`src/rtl/apm_smi_pkg.sv`:
```
package apm_smi_pkg;

    typedef enum logic [1:0] {
        CMD_NONE,
        CMD_ACPI_ON,
        CMD_ACPI_OFF,
        CMD_SMI
    } cmd_kind_e;

    function automatic cmd_kind_e classify_cmd(
        input logic       valid,
        input logic [7:0] code,
        input logic [7:0] on_code,
        input logic [7:0] off_code
    );
        if (!valid)              return CMD_NONE;
        else if (code == on_code)  return CMD_ACPI_ON;
        else if (code == off_code) return CMD_ACPI_OFF;
        else                       return CMD_SMI;
    endfunction

endpackage

```
`src/rtl/apm_pm_regs.sv`:
```
module apm_pm_regs #(
    parameter int SMI_EN_W = 32,
    parameter int PMCON_W  = 16,
    parameter int LOCK_BIT = 4
) (
    input  logic                clk,
    input  logic                rst_n,
    input  logic                smi_en_we,
    input  logic [SMI_EN_W-1:0] smi_en_wdata,
    input  logic                pmcon_we,
    input  logic [PMCON_W-1:0]  pmcon_wdata,
    output logic [SMI_EN_W-1:0] smi_en,
    output logic [PMCON_W-1:0]  pmcon
);
    typedef struct packed {
        logic [SMI_EN_W-1:0] smi;
        logic [PMCON_W-1:0]  pm;
    } regs_t;

    regs_t st_d, st_q;
    logic  locked;

    assign locked = st_q.pm[LOCK_BIT];

    always_comb begin
        st_d = st_q;
        if (pmcon_we) begin
            st_d.pm = pmcon_wdata;
            if (locked) st_d.pm[LOCK_BIT] = 1'b1;
        end
        if (smi_en_we) begin
            st_d.smi = smi_en_wdata;
            if (locked) st_d.smi[0] = st_q.smi[0];
        end
    end

    always_ff @(posedge clk or negedge rst_n) begin
        if (!rst_n) st_q <= '0;
        else        st_q <= st_d;
    end

    assign smi_en = st_q.smi;
    assign pmcon  = st_q.pm;


    lock_sticky_chk: assert property (@(posedge clk) disable iff (!rst_n)
        pmcon[LOCK_BIT] |=> pmcon[LOCK_BIT]);


    smi_bit0_frozen_chk: assert property (@(posedge clk) disable iff (!rst_n)
        pmcon[LOCK_BIT] |=> $stable(smi_en[0]));

endmodule

```
`src/rtl/apm_feat_neg.sv`:
```
module apm_feat_neg #(
    parameter int                FEAT_W    = 64,
    parameter int                IDX_W     = 3,
    parameter logic [FEAT_W-1:0] HOST_MASK = 64'h1
) (
    input  logic              clk,
    input  logic              rst_n,
    input  logic              req_we,
    input  logic [IDX_W-1:0]  req_idx,
    input  logic [7:0]        req_byte,
    input  logic              ok_strobe,
    output logic [FEAT_W-1:0] req_word,
    output logic              feat_ok,
    output logic [FEAT_W-1:0] negotiated
);
    localparam int NBYTES = FEAT_W / 8;

    typedef struct packed {
        logic [FEAT_W-1:0] req;
        logic              ok;
        logic [FEAT_W-1:0] neg;
    } neg_t;

    neg_t st_d, st_q;
    logic subset;

    assign subset = ((st_q.req & ~HOST_MASK) == '0);

    always_comb begin
        st_d = st_q;
        if (req_we) begin
            for (int b = 0; b < NBYTES; b++) begin
                if (req_idx == IDX_W'(b)) st_d.req[b*8 +: 8] = req_byte;
            end
        end
        if (ok_strobe && !st_q.ok && subset) begin
            st_d.ok  = 1'b1;
            st_d.neg = st_q.req;
        end
    end

    always_ff @(posedge clk or negedge rst_n) begin
        if (!rst_n) st_q <= '0;
        else        st_q <= st_d;
    end

    assign req_word   = st_q.req;
    assign feat_ok    = st_q.ok;
    assign negotiated = st_q.neg;


    neg_lock_chk: assert property (@(posedge clk) disable iff (!rst_n)
        feat_ok |=> (feat_ok && $stable(negotiated)));


    neg_subset_chk: assert property (@(posedge clk) disable iff (!rst_n)
        feat_ok |-> ((negotiated & ~HOST_MASK) == '0));


    neg_cause_chk: assert property (@(posedge clk) disable iff (!rst_n)
        $rose(feat_ok) |-> $past(ok_strobe));

endmodule

```
`src/rtl/apm_cmd_dec.sv`:
```
module apm_cmd_dec
    import apm_smi_pkg::*;
#(
    parameter int         N_CPU    = 4,
    parameter int         CPU_W    = 2,
    parameter logic [7:0] ON_CODE  = 8'hF0,
    parameter logic [7:0] OFF_CODE = 8'hF1
) (
    input  logic             clk,
    input  logic             rst_n,
    input  logic             cmd_valid,
    input  logic [7:0]       cmd_code,
    input  logic [CPU_W-1:0] cmd_cpu,
    input  logic             apm_en,
    input  logic             bcast,
    output logic             acpi_mode,
    output logic [N_CPU-1:0] smi_out
);
    typedef struct packed {
        logic             acpi;
        logic [N_CPU-1:0] smi;
    } dec_t;

    dec_t             st_d, st_q;
    cmd_kind_e        kind;
    logic [N_CPU-1:0] target;

    for (genvar g = 0; g < N_CPU; g++) begin : g_target
        assign target[g] = bcast | (cmd_cpu == CPU_W'(g));
    end

    assign kind = classify_cmd(cmd_valid, cmd_code, ON_CODE, OFF_CODE);

    always_comb begin
        st_d     = st_q;
        st_d.smi = '0;
        case (kind)
            CMD_ACPI_ON:  st_d.acpi = 1'b1;
            CMD_ACPI_OFF: st_d.acpi = 1'b0;
            CMD_SMI:      if (apm_en) st_d.smi = target;
            default:      ;
        endcase
    end

    always_ff @(posedge clk or negedge rst_n) begin
        if (!rst_n) st_q <= '0;
        else        st_q <= st_d;
    end

    assign acpi_mode = st_q.acpi;
    assign smi_out   = st_q.smi;


    acpi_on_chk: assert property (@(posedge clk) disable iff (!rst_n)
        (cmd_valid && cmd_code == ON_CODE) |=> (acpi_mode && smi_out == '0));


    acpi_off_chk: assert property (@(posedge clk) disable iff (!rst_n)
        (cmd_valid && cmd_code == OFF_CODE) |=> (!acpi_mode && smi_out == '0));


    smi_cause_chk: assert property (@(posedge clk) disable iff (!rst_n)
        (|smi_out) |-> $past(cmd_valid && apm_en));


    single_target_chk: assert property (@(posedge clk) disable iff (!rst_n)
        ((|smi_out) && !$past(bcast)) |-> $onehot(smi_out));

endmodule

```
`src/rtl/apm_smi_ctrl.sv`:
```
module apm_smi_ctrl #(
    parameter int                N_CPU      = 4,
    parameter int                SMI_EN_W   = 32,
    parameter int                PMCON_W    = 16,
    parameter int                FEAT_W     = 64,
    parameter int                APM_EN_BIT = 5,
    parameter int                LOCK_BIT   = 4,
    parameter int                BCAST_BIT  = 0,
    parameter logic [7:0]        ON_CODE    = 8'hF0,
    parameter logic [7:0]        OFF_CODE   = 8'hF1,
    parameter logic [FEAT_W-1:0] HOST_MASK  = 64'h1,
    localparam int               CPU_W      = (N_CPU > 1) ? $clog2(N_CPU) : 1,
    localparam int               IDX_W      = $clog2(FEAT_W / 8)
) (
    input  logic                clk,
    input  logic                rst_n,
    input  logic                cmd_valid,
    input  logic [7:0]          cmd_code,
    input  logic [CPU_W-1:0]    cmd_cpu,
    input  logic                smi_en_we,
    input  logic [SMI_EN_W-1:0] smi_en_wdata,
    input  logic                pmcon_we,
    input  logic [PMCON_W-1:0]  pmcon_wdata,
    input  logic                req_we,
    input  logic [IDX_W-1:0]    req_idx,
    input  logic [7:0]          req_byte,
    input  logic                ok_strobe,
    output logic [N_CPU-1:0]    smi_out,
    output logic                acpi_mode,
    output logic [SMI_EN_W-1:0] smi_en,
    output logic [PMCON_W-1:0]  pmcon,
    output logic [FEAT_W-1:0]   req_word,
    output logic                feat_ok,
    output logic [FEAT_W-1:0]   negotiated
);

    apm_pm_regs #(
        .SMI_EN_W (SMI_EN_W),
        .PMCON_W  (PMCON_W),
        .LOCK_BIT (LOCK_BIT)
    ) u_regs (
        .clk          (clk),
        .rst_n        (rst_n),
        .smi_en_we    (smi_en_we),
        .smi_en_wdata (smi_en_wdata),
        .pmcon_we     (pmcon_we),
        .pmcon_wdata  (pmcon_wdata),
        .smi_en       (smi_en),
        .pmcon        (pmcon)
    );

    apm_feat_neg #(
        .FEAT_W    (FEAT_W),
        .IDX_W     (IDX_W),
        .HOST_MASK (HOST_MASK)
    ) u_neg (
        .clk        (clk),
        .rst_n      (rst_n),
        .req_we     (req_we),
        .req_idx    (req_idx),
        .req_byte   (req_byte),
        .ok_strobe  (ok_strobe),
        .req_word   (req_word),
        .feat_ok    (feat_ok),
        .negotiated (negotiated)
    );

    apm_cmd_dec #(
        .N_CPU    (N_CPU),
        .CPU_W    (CPU_W),
        .ON_CODE  (ON_CODE),
        .OFF_CODE (OFF_CODE)
    ) u_dec (
        .clk       (clk),
        .rst_n     (rst_n),
        .cmd_valid (cmd_valid),
        .cmd_code  (cmd_code),
        .cmd_cpu   (cmd_cpu),
        .apm_en    (smi_en[APM_EN_BIT]),
        .bcast     (negotiated[BCAST_BIT]),
        .acpi_mode (acpi_mode),
        .smi_out   (smi_out)
    );

endmodule

```
`config.mk`:
```
export PLATFORM = sky130hd
export DESIGN_NAME = apm_smi_ctrl
export DESIGN_NICKNAME = d
export VERILOG_FILES = /design/src/rtl/apm_smi_pkg.sv /design/src/rtl/apm_pm_regs.sv /design/src/rtl/apm_feat_neg.sv /design/src/rtl/apm_cmd_dec.sv /design/src/rtl/apm_smi_ctrl.sv
export SDC_FILE = /design/constraint.sdc
export NUM_CORES = 1
export LEC_CHECK = 0
export ABC_AREA = 1
export BUFFER_PORTS_ARGS = -buffer_cell sky130_fd_sc_hd__buf_2
export CAP_MARGIN = 25
export CORE_ASPECT_RATIO = 1.5
export CORE_MARGIN = 2
export CORE_UTILIZATION = 53
export CTS_CLUSTER_DIAMETER = 40
export DETAILED_ROUTE_END_ITERATION = 8
export PLACE_DENSITY = 0.86
export SLEW_MARGIN = 20
export SYNTH_ARGS = -nofsm -noshare
export SYNTH_HDL_FRONTEND = slang
export SYNTH_SLANG_ARGS = --single-unit
```
`constraint.sdc`:
```
create_clock -name clk -period 2.15 [get_ports clk]
set_input_delay 0.3225 -clock clk [delete_from_list [all_inputs] [get_ports clk]]
set_output_delay 0.3225 -clock clk [all_outputs]
set_load 0.005 [all_outputs]
```
==> results.ini, run 1 <==
[finish]
fin_cells = 1084
insertedDiodeCount = 0
nets = 994
area_growth_pct = 30.0
nFillCells = 955
utilization_pct = 70.5
drive_gt1_share_pct = 41.5

[power]
cellLeakagePower_uw = 0.00518
irDropWorstVdd_mv = 0.600
power_density_nw_per_um2 = 926

[hold_path]
hp-class = input pin to register
min_path_cells = 3
min_to = u_regs.pmcon[11]
min_from = pmcon_wdata[11]

[sta]
fin_skew_ns = 0.00915
hold_viol = 0
maxSlewViolCount = 0
setup_tns_ns = 0
setup_viol = 0
relSlewSlack_pct = 54.5
post-route-min-period_ns = 1.80
finalCritPeriodShare_pct = 83.8
rsz0062_at_grt = no
worstMarginPinSlew_ns = 0.683
timing.fmax_mhz = 555

[place]
dp_hpwl_um = 12400
dpl.cell_count = 1052
io_buffers = 257
place_congestion = 0.841

[global_routing]
grt_start_max_net_pins = 66
grt_remaining_overflow = 0
grt_util_all_layers_pct = 25.9
grt_pass1_wl_um = 26500
grt_pass1_vias = 5313
antenna_found_initial = 0

[clock_network]
cts_tree = built
cts_buffer_depth = 2
path_clk_slew_ns = 0.07
cts_setup_buffers = 0
htree_levels = 4
cts-buffers-inserted = 17
cts_sinks = 182
root_buffer = clkbuf_16
clock_latency_ns = 0.42

[worst_setup_path]
critPathRequiredTime_ns = 2.47
r2r-start = u_neg.req_word[44]
end_kind = register
r2r_end = u_neg.negotiated[34]
start_kind = register
critical_path.max_fanout = 65
r2r_slack_ns = 0.35
ff2ff_path_depth = 9
critical_path_class = register to register
cp.arrival_ns = 2.12

[logic_synthesis]
yosysWarnings = 0
synth_top_area_cell = dfrtp_1
synth.top_cell.area_share_pct = 67.1
yosysSeqAreaShare_pct = 67.1
syn_nets = 735
netlist_instances = 657
synth.distinct_cells = 21
synth_area_um2 = 6790
synth_top_cells_by_area = dfrtp_1 (67%), nand2_1 (11%), mux2_2 (5.1%), o21ai_0 (4.6%), nor2_1 (2.8%)
synth_area_per_cell_um2 = 10.3
synth-seq-cells = 182

[floorplanning]
pin_count = 258
row_count = 50
core_um2 = 12500
dieHeight_um = 143
dieArea_um2 = 13700
start_util_pct = 54.2
fp.dieW_um = 96.4

[routing]
wire_per_inst_um = 16.0
drt_first_pass_iters = 4
drcViolationCount = 0
viasPerCell = 4.96
routed-via-count = 5381
drt-total-wl_um = 17300
drt_iter0_drc = 221
ant_nets = 0

[flow_run]
cap_violations = 0

[status]
outcome = complete, no violations

-- power by group --
part / leakage [uW] / internal [uW] / total [uW] / switching, uW
Combinational: 0.00255 / 472 / 1010 / 537
Clock: 0.000295 / 1870 / 3190 / 1310
Sequential: 0.00234 / 3740 / 3980 / 235
Total: 0.00518 / 6090 / 8170 / 2090
-- Yosys cell counts (all sizes together) --
cell type	count
a21boi	1
a21oi	8
a31oi	1
buf	13
clkbuf	11
dfrtp	182
ha	2
inv	87
mux2	31
nand2	199
nand3	2
nand3b	1
nand4	5
nor2	50
nor3	2
o21ai	62
-- cell usage in the layout (no fill, tap or decap), types with 3 or more instances in the layout --
cell type	instances
a21oi_1	8
buf_2	256
buf_4	4
bufinv_16	3
clkbuf_16	17
dfrtp_1	182
inv_1	38
inv_2	49
inv_6	3
mux2_2	31
nand2_1	190
nand2_2	9
nand4_1	5
nor2_1	50
o21ai_0	62
-- per-stage QoR --
stage / worst slack (ns) / total power, uW / cell area [um2] / hold slack, ns
after global placement: 0.460 / 5010 / 8200 / 0.298
after CTS: 0.330 / 8240 / 8820 / 0.0898
after detailed placement: 0.413 / 5050 / 8200 / 0.298
after global routing: 0.191 / 8550 / 8820 / 0.0881
after floorplan: 0.749 / 4420 / 6790 / 0.0269
final: 0.348 / 8170 / 8820 / 0.104
-- worst max-delay path: stages (launching register included) --
cell	delay, ns
dfrtp_1	0.41
nor2_1	0.11
nand2_1	0.07
nor2_1	0.10
nand2_1	0.05
nor2_1	0.24
nand3_2	0.10
buf_4	0.34
nand2_1	0.20
inv_2	0.04
-- state kept, by name, summed over array words and instances, names as in the netlist --
signal	cells
u_neg.negotiated	64
u_neg.req_word	64
u_regs.smi_en	32
u_regs.pmcon	16
u_dec.smi_out	4
u_dec.acpi_mode	1
u_neg.feat_ok	1
-- per-layer routing --
metal / vias to the layer above / share of wire (%) / GRT usage (%)
met5: - / 0 / 0
met4: 0 / 3.7 / 10.9
met3: 40 / 6.9 / 6.20
met2: 226 / 53 / 46.8
met1: 2571 / 36 / 28.3
li1: 2544 / - / -
-- timing repair --
item                                    4_1_cts  5_1_grt
endpoints found under the setup margin        0        0
gates resized for setup                       0        0
hold buffers                                  1        0
hold endpoints to repair                     48        0
-- final cells by class --
type | count | area, um2 | area share [%]
clock inverters | 13 | 170 | 1.93
flip-flops and latches | 182 | 4550 | 51.6
multi-input cells | 364 | 1760 | 20.0
clock buffers | 18 | 439 | 4.98
well taps | 156 | 195 | 2.21
inverters | 87 | 327 | 3.70
repair buffers | 264 | 1370 | 15.6
-- how the worst max path moves through the flow --
stage | startpoint | to | slack [ns] | cells past startpoint
3_5_place_dp | u_neg.req_word[31] | u_neg.negotiated[24] | 0.41 | 9
4_1_cts | u_neg.req_word[44] | u_neg.negotiated[34] | 0.33 | 9
5_1_grt | u_neg.req_word[34] | u_neg.negotiated[34] | 0.19 | 9
2_1_floorplan | u_neg.req_word[52] | u_neg.negotiated[17] | 0.75 | 10
6_report | u_neg.req_word[44] | u_neg.negotiated[34] | 0.35 | 9
3_3_place_gp | u_neg.req_word[28] | u_neg.negotiated[51] | 0.46 | 9
-- cells by family (layout without fill, tap and decap cells) --
kind of cell             after synthesis  count (layout)  share of synthesized area (%)
AO/OA/AOI/OAI                         72              72                           5.37
adder cells (fa/ha/maj)                2               2                          0.369
buffers and inverters                111             382                           6.95
flip-flops                           182             182                           67.1
multiplexers                          31              31                           5.14
AND/OR/NAND/NOR                      259             259                           15.0
No activity file was read; power rests on OpenSTA's default activity.
==> inputs of run 2 (changes only) <==
- CORE_UTILIZATION: 53 -> 44
- PLACE_DENSITY: 0.86 -> 0.77
- clock period: 2.15 -> 1.45 ns (I/O delays scaled with it)
==> run 2 against run 1 <==
Against the previous run: the run now ends with setup timing left; non-clock buffer count rose by 71; hold slack got worse by 0.086 ns; register-to-register slack got worse by 0.49 ns; global-route usage fell by 5.4 points; wire length rose by 6.4%; via count rose by 5.1%; critical endpoint is now u_neg.negotiated[3].
==> results.ini, run 2 (synthesis gave the netlist of run 1 again) <==
[floorplanning]
dieArea_um2 = 16500  ; +20%
pin_count = 258  ; unchanged
row_count = 55  ; +10%
dieHeight_um = 156  ; +9.5%
core_um2 = 15100  ; +20%
start_util_pct = 45.0  ; -9.2 points
fp.dieW_um = 105  ; +9.3%

[finish]
insertedDiodeCount = 0  ; unchanged
final_cell_mix = buf_2 (256), dfrtp_1 (182), nand2_1 (158)
regArea_um2 = 4550  ; unchanged
drive_gt1_share_pct = 48.9  ; +7.4 points
area_growth_pct = 42.4
stdcell_area_um2 = 9670  ; +9.6%
nFillCells = 1223  ; +28%
utilization_pct = 64.1  ; -6.4 points
fin_cells = 1199  ; +11%
nets = 1065  ; +7.1%
layout_commonest_cell = buf_2
multi_input_area_um2 = 1920  ; +8.9%

[clock_network]
cts_tree = built
clock_latency_ns = 0.42  ; about the same
root_buffer = clkbuf_16
htree_levels = 4  ; unchanged
cts_sinks = 182  ; unchanged
cts-buffers-inserted = 17  ; unchanged
path_clk_slew_ns = 0.07  ; about the same
cts_buffer_depth = 2  ; unchanged

[worst_setup_path]
end_kind = register
cp.arrival_ns = 1.89  ; -0.23 ns
path_cells = nor2_1, nand2_1, nor2_2, nand2_2, nor2_4, nand3_4, clkbuf_16, nand2_2, inv_1
slowest_delay_ns = 0.39  ; -0.02 ns
critPathRequiredTime_ns = 1.75  ; -0.72 ns
critical_path_class = register to register
cpMaxStageDelayCell = dfrtp_1
critical_path.most_common_cell = nand2_2
start_kind = register
critical_path.max_fanout = 8  ; -88%

[power]
finalPower_uw = 12300  ; +50%
irDropWorstVdd_mv = 0.710  ; +18%
power_density_nw_per_um2 = 1270  ; +37%
cellLeakagePower_uw = 0.00558  ; +7.7%

[global_routing]
grt_remaining_overflow = 0  ; unchanged
antenna_found_initial = 0  ; unchanged
grt_pass1_vias = 5359  ; +0.87%
grt_start_max_net_pins = 66  ; unchanged
grt_util_all_layers_pct = 20.4  ; -5.4 points
grt_pass1_wl_um = 26400  ; -0.23%

[hold_path]
hp-class = input pin to register

[routing]
drt-total-wl_um = 18400  ; +6.4%
ant_nets = 0  ; unchanged
routed-via-count = 5653  ; +5.1%
drt_first_pass_iters = 5  ; +1
viasPerCell = 4.71  ; -5.0%
drt_iter0_drc = 289  ; +31%
drcViolationCount = 0  ; unchanged
wire_per_inst_um = 15.3  ; -3.8%

[sta]
hold_viol = 0  ; unchanged
post-route-min-period_ns = 1.59  ; -0.211 ns
setup_ws_ns = -0.141  ; -0.489 ns
rsz0062_at_grt = yes
timing.fmax_mhz = 629  ; +13%
finalCritPeriodShare_pct = 110  ; +26 points
relSlewSlack_pct = 68.2  ; +14 points
holdWs_ns = 0.0181  ; -0.0857 ns
maxSlewViolCount = 0  ; unchanged
setup_viol = 65  ; +65
fin_skew_ns = 0.0120  ; +0.00284 ns
worstMarginPinSlew_ns = 0.475  ; -0.208 ns

[place]
dpl.cell_count = 1150  ; +9.3%
place_area_um2 = 8710  ; +6.1%
io_buffers = 257  ; unchanged
place_congestion = 0.830  ; -1.3%
dp_hpwl_um = 12600  ; +1.9%

[status]
outcome = finished, violations left
violations = setup timing

[flow_run]
cap_violations = 0  ; unchanged

## run 2: cell types whose count changed in the layout (fill, tap and decap cells not counted), sizes merged, moves of 2 or more
cell / change
buf: +59
clkbuf: +2
clkinv: +3
dlygate4sd3: +9
inv: +3
bufinv: -3
## run 2: worst paths after layout
path,startpoint,to,slack (ns),cells past startpoint
setup / recovery,u_neg.req_word[48],u_neg.negotiated[3],-0.14,9
hold / removal,pmcon_wdata[5],u_regs.pmcon[5],0.02,3
setup reg to reg,u_neg.req_word[48],u_neg.negotiated[3],-0.14,9
hold reg to reg,u_neg.negotiated[13],u_neg.negotiated[13],0.46,2
max in group asynchronous,rst_n,u_neg.req_word[48],0.60,3
min in group asynchronous,rst_n,u_regs.smi_en[2],0.28,2
## run 2: report_power, final
group / total [uW] / internal [uW] / leakage [uW] / switching [uW]
Sequential: 5810 / 5540 / 0.00234 / 265
Clock: 4470 / 2300 / 0.000284 / 2170
Combinational: 1980 / 1030 / 0.00296 / 946
Total: 12300 / 8880 / 0.00558 / 3380
## run 2: repair_timing
| item | CTS | global route |
|---|---|---|
| endpoints found under the hold margin | 43 | 1 |
| cloned | 0 | 6 |
| endpoints found under the setup margin | 65 | 65 |
| hold buffers | 9 | 1 |
| resized for setup | 5 | 49 |
| setup buffers | 0 | 1 |
| pin swaps | 0 | 6 |
## run 2: area by class of cell
cell class                 count  share of cell area (%)
clock buffer                  17                    4.40
clock inverter                15                    1.61
inverter                      87                    3.38
multi-input combinational    364                    19.9
sequential                   182                    47.1
tap                          199                    2.58
timing repair buffer         335                    21.0
## run 2: per-layer routing
metal,GRT usage [%],vias to the layer above,routed length (um)
met3,3.76,44,1030
met2,36.7,227,9720
met1,23.3,2703,7050
li1,-,2679,-
met4,9.78,0,595
met5,0,-,0
## run 2: through the flow
| step | setup WS, ns | setup TNS (ns) |
|---|---|---|
| floorplan | 0.0494 | 0 |
| global placement | -0.130 | -7.79 |
| detailed placement | -0.166 | -8.62 |
| CTS | -0.0946 | -4.26 |
| global route | -0.268 | -15.42 |
| finish | -0.141 | -7.02 |
## run 2: critical path: cells and delay by family (launching register included)
| family | cells | cell delay, ns |
|---|---|---|
| DFF | 1 | 0.39 |
| and+or+nand+nor | 7 | 0.79 |
| buffers and inverters | 2 | 0.29 |
==> inputs of run 3 (changes only) <==
- CELL_PAD_IN_SITES_DETAIL_PLACEMENT: default -> 0
- CELL_PAD_IN_SITES_GLOBAL_PLACEMENT: default -> 1
- CORE_UTILIZATION: 44 -> 33
- TNS_END_PERCENT: default -> 5
==> run 3 against run 2 <==
Against the previous run: the flow still finishes with violations (setup timing); hold slack hardly changed; register-to-register slack about the same; combinational power hardly changed; fmax up 0.41%; non-clock buffer count up 6; total power increased by 0.85%; sequential cell count did not move; cell area fell by 0.31%; critical path depth did not move; first-iteration DRC count increased by 6.6%; critical endpoint is now u_neg.negotiated[53]; highest routed layer unchanged.
==> results.ini, run 3 (synthesis gave the netlist of run 1 again) <==
[status]
outcome = finished, violations left
violations = setup timing

[finish]
nets = 1071  ; +0.56%
area_growth_pct = 42.0
nFillCells = 1973  ; +61%
drive_gt1_share_pct = 43.9  ; -5.0 points
regArea_um2 = 4550  ; unchanged
layout_commonest_cell = buf_2
multi_input_area_um2 = 1790  ; -7.0%
final_cell_mix = buf_2 (256), nand2_1 (190), dfrtp_1 (182)
fin_cells = 1270  ; +5.9%
insertedDiodeCount = 0  ; unchanged

[clock_network]
cts_sinks = 182  ; unchanged
htree_levels = 4  ; unchanged
cts_setup_buffers = 0  ; unchanged
path_clk_slew_ns = 0.07  ; about the same
cts_tree = built
cts_buffer_depth = 2  ; unchanged
root_buffer = clkbuf_16
clock_latency_ns = 0.43  ; about the same
cts-buffers-inserted = 17  ; unchanged

[worst_setup_path]
critical_path_class = register to register
critical_path.most_common_cell = nand2_1
cp_num_buf_inv = 2  ; unchanged
start_kind = register
cp_top_family = simple AND/OR/NAND/NOR gates
end_kind = register
critical_path.max_fanout = 27  ; +19
critPathRequiredTime_ns = 1.77  ; +0.02 ns
path_cells = nor2_1, nand2_1, nor2_1, nand2_1, nor2_4, nand3_4, clkbuf_16, nand2_1, inv_2
cpMaxStageDelayCell = dfrtp_1
cp.arrival_ns = 1.90  ; about the same
slowest_delay_ns = 0.39  ; about the same

[flow_run]
cap_violations = 0  ; unchanged

[sta]
post-route-min-period_ns = 1.58  ; -0.00655 ns
worstMarginPinSlew_ns = 0.460  ; -0.0150 ns
timing.fmax_mhz = 631  ; +0.41%
setup_ws_ns = -0.134  ; +0.00655 ns
hold_viol = 0  ; unchanged
fin_skew_ns = 0.0121  ; +0.0000788 ns
setup_viol = 64  ; -1.5%
finalCritPeriodShare_pct = 109  ; -0.45 points
relSlewSlack_pct = 69.3  ; +1.0 points
maxSlewViolCount = 0  ; unchanged
rsz0062_at_grt = yes

[place]
dp_hpwl_um = 13300  ; +5.2%
place_congestion = 0.768  ; -7.5%
dpl.cell_count = 1214  ; +5.6%
io_buffers = 257  ; unchanged

[power]
cellLeakagePower_uw = 0.00556  ; -0.37%
finalPower_uw = 12400  ; +0.85%
irDropWorstVdd_mv = 0.763  ; +7.4%
power_density_nw_per_um2 = 1280  ; +1.2%

[routing]
ant_nets = 0  ; unchanged
drt_iter0_drc = 308  ; +6.6%
drt-total-wl_um = 18400  ; about the same
viasPerCell = 4.33  ; -8.2%
routed-via-count = 5497  ; -2.8%
drcViolationCount = 0  ; unchanged
wire_per_inst_um = 14.5  ; -5.6%
drt_first_pass_iters = 4  ; -1

[floorplanning]
dieHeight_um = 180  ; +15%
fp.dieW_um = 121  ; +15%
dieArea_um2 = 21700  ; +32%
core_um2 = 20300  ; +34%
pin_count = 258  ; unchanged
row_count = 64  ; +16%
start_util_pct = 33.5  ; -12 points

[global_routing]
grt_pass1_wl_um = 28600  ; +8.5%
grt_pass1_vias = 5427  ; +1.3%
grtUsageMet2_pct = 30.3  ; -6.5 points
top_usage_layer = met2
antenna_found_initial = 0  ; unchanged
grtUsageMet3_pct = 3.84  ; +0.079 points
grt_start_max_net_pins = 62  ; -6.1%
grt_util_all_layers_pct = 17.2  ; -3.2 points
grtUsageMet1_pct = 19.2  ; -4.1 points
grt_remaining_overflow = 0  ; unchanged

[hold_path]
hp-class = input pin to register

-- run 3: cell types whose count changed in the layout (fill, tap and decap cells not counted), sizes merged --
cell / before / now
buf: 322 / 317
bufinv: 0 / 2
clkbuf: 20 / 19
clkinv: 7 / 4
clkinvlp: 1 / 2
dlygate4sd3: 10 / 23
inv: 94 / 93
-- run 3: final cells by class --
type	instances	area share, %
inverters	87	3.39
multi-input cells	364	18.5
clock buffers	18	4.45
repair buffers	341	21.4
well taps	264	3.43
flip-flops and latches	182	47.3
clock inverters	14	1.53
-- run 3: final timing paths --
path	start	to	slack, ns	cells past startpoint
worst max register to register	u_neg.req_word[20]	u_neg.negotiated[53]	-0.13	9
worst max-delay path	u_neg.req_word[20]	u_neg.negotiated[53]	-0.13	9
max in group asynchronous	rst_n	u_neg.negotiated[26]	0.64	3
worst min-delay path	req_byte[7]	u_neg.req_word[63]	0.02	3
min in group asynchronous	rst_n	u_neg.req_word[50]	0.22	2
worst min register to register	u_neg.negotiated[1]	u_neg.negotiated[1]	0.47	2
-- run 3: metrics by stage --
step	utilization [%]	cell area [um2]	hold WS [ns]	TNS [ns]	setup slack (ns)
2_1_floorplan	-	6790	-0.0781	0	0.0494
3_3_place_gp	43.3	8780	0.0774	-8.06	-0.138
3_5_place_dp	43.3	8780	0.0774	-10.58	-0.181
4_1_cts	47.4	9600	0.000429	-5.36	-0.102
5_1_grt	47.6	9640	0.00284	-14.45	-0.251
6_report	47.6	9640	0.0185	-6.62	-0.134
-- run 3: power breakdown --
| part | total [uW] | leakage [uW] | internal (uW) | switching [uW] |
|---|---|---|---|---|
| combinational | 2010 | 0.00294 | 1050 | 965 |
| clock | 4550 | 0.000282 | 2560 | 1990 |
| sequential | 5800 | 0.00234 | 5550 | 257 |
-- run 3: worst reg2reg max path, stage by stage (launching register included) --
cell       delay, ns
dfrtp_1         0.39
nor2_1          0.12
nand2_1         0.08
nor2_1          0.14
nand2_1         0.12
nor2_4          0.14
nand3_4         0.14
clkbuf_16       0.23
nand2_1         0.10
inv_2           0.03
-- run 3: per-layer routing --
metal	vias to the layer above	wire length, um
met3	35	927
li1	2689	-
met5	-	0
met1	2602	7110
met2	171	9660
met4	0	685
-- run 3: timing repair --
action / in CTS / in global routing
endpoints found under the hold margin: 204 / 0
cloned: 0 / 1
resized for setup: 3 / 2
endpoints found under the setup margin: 64 / 64
pin swaps: 1 / 0
hold buffers: 23 / 0
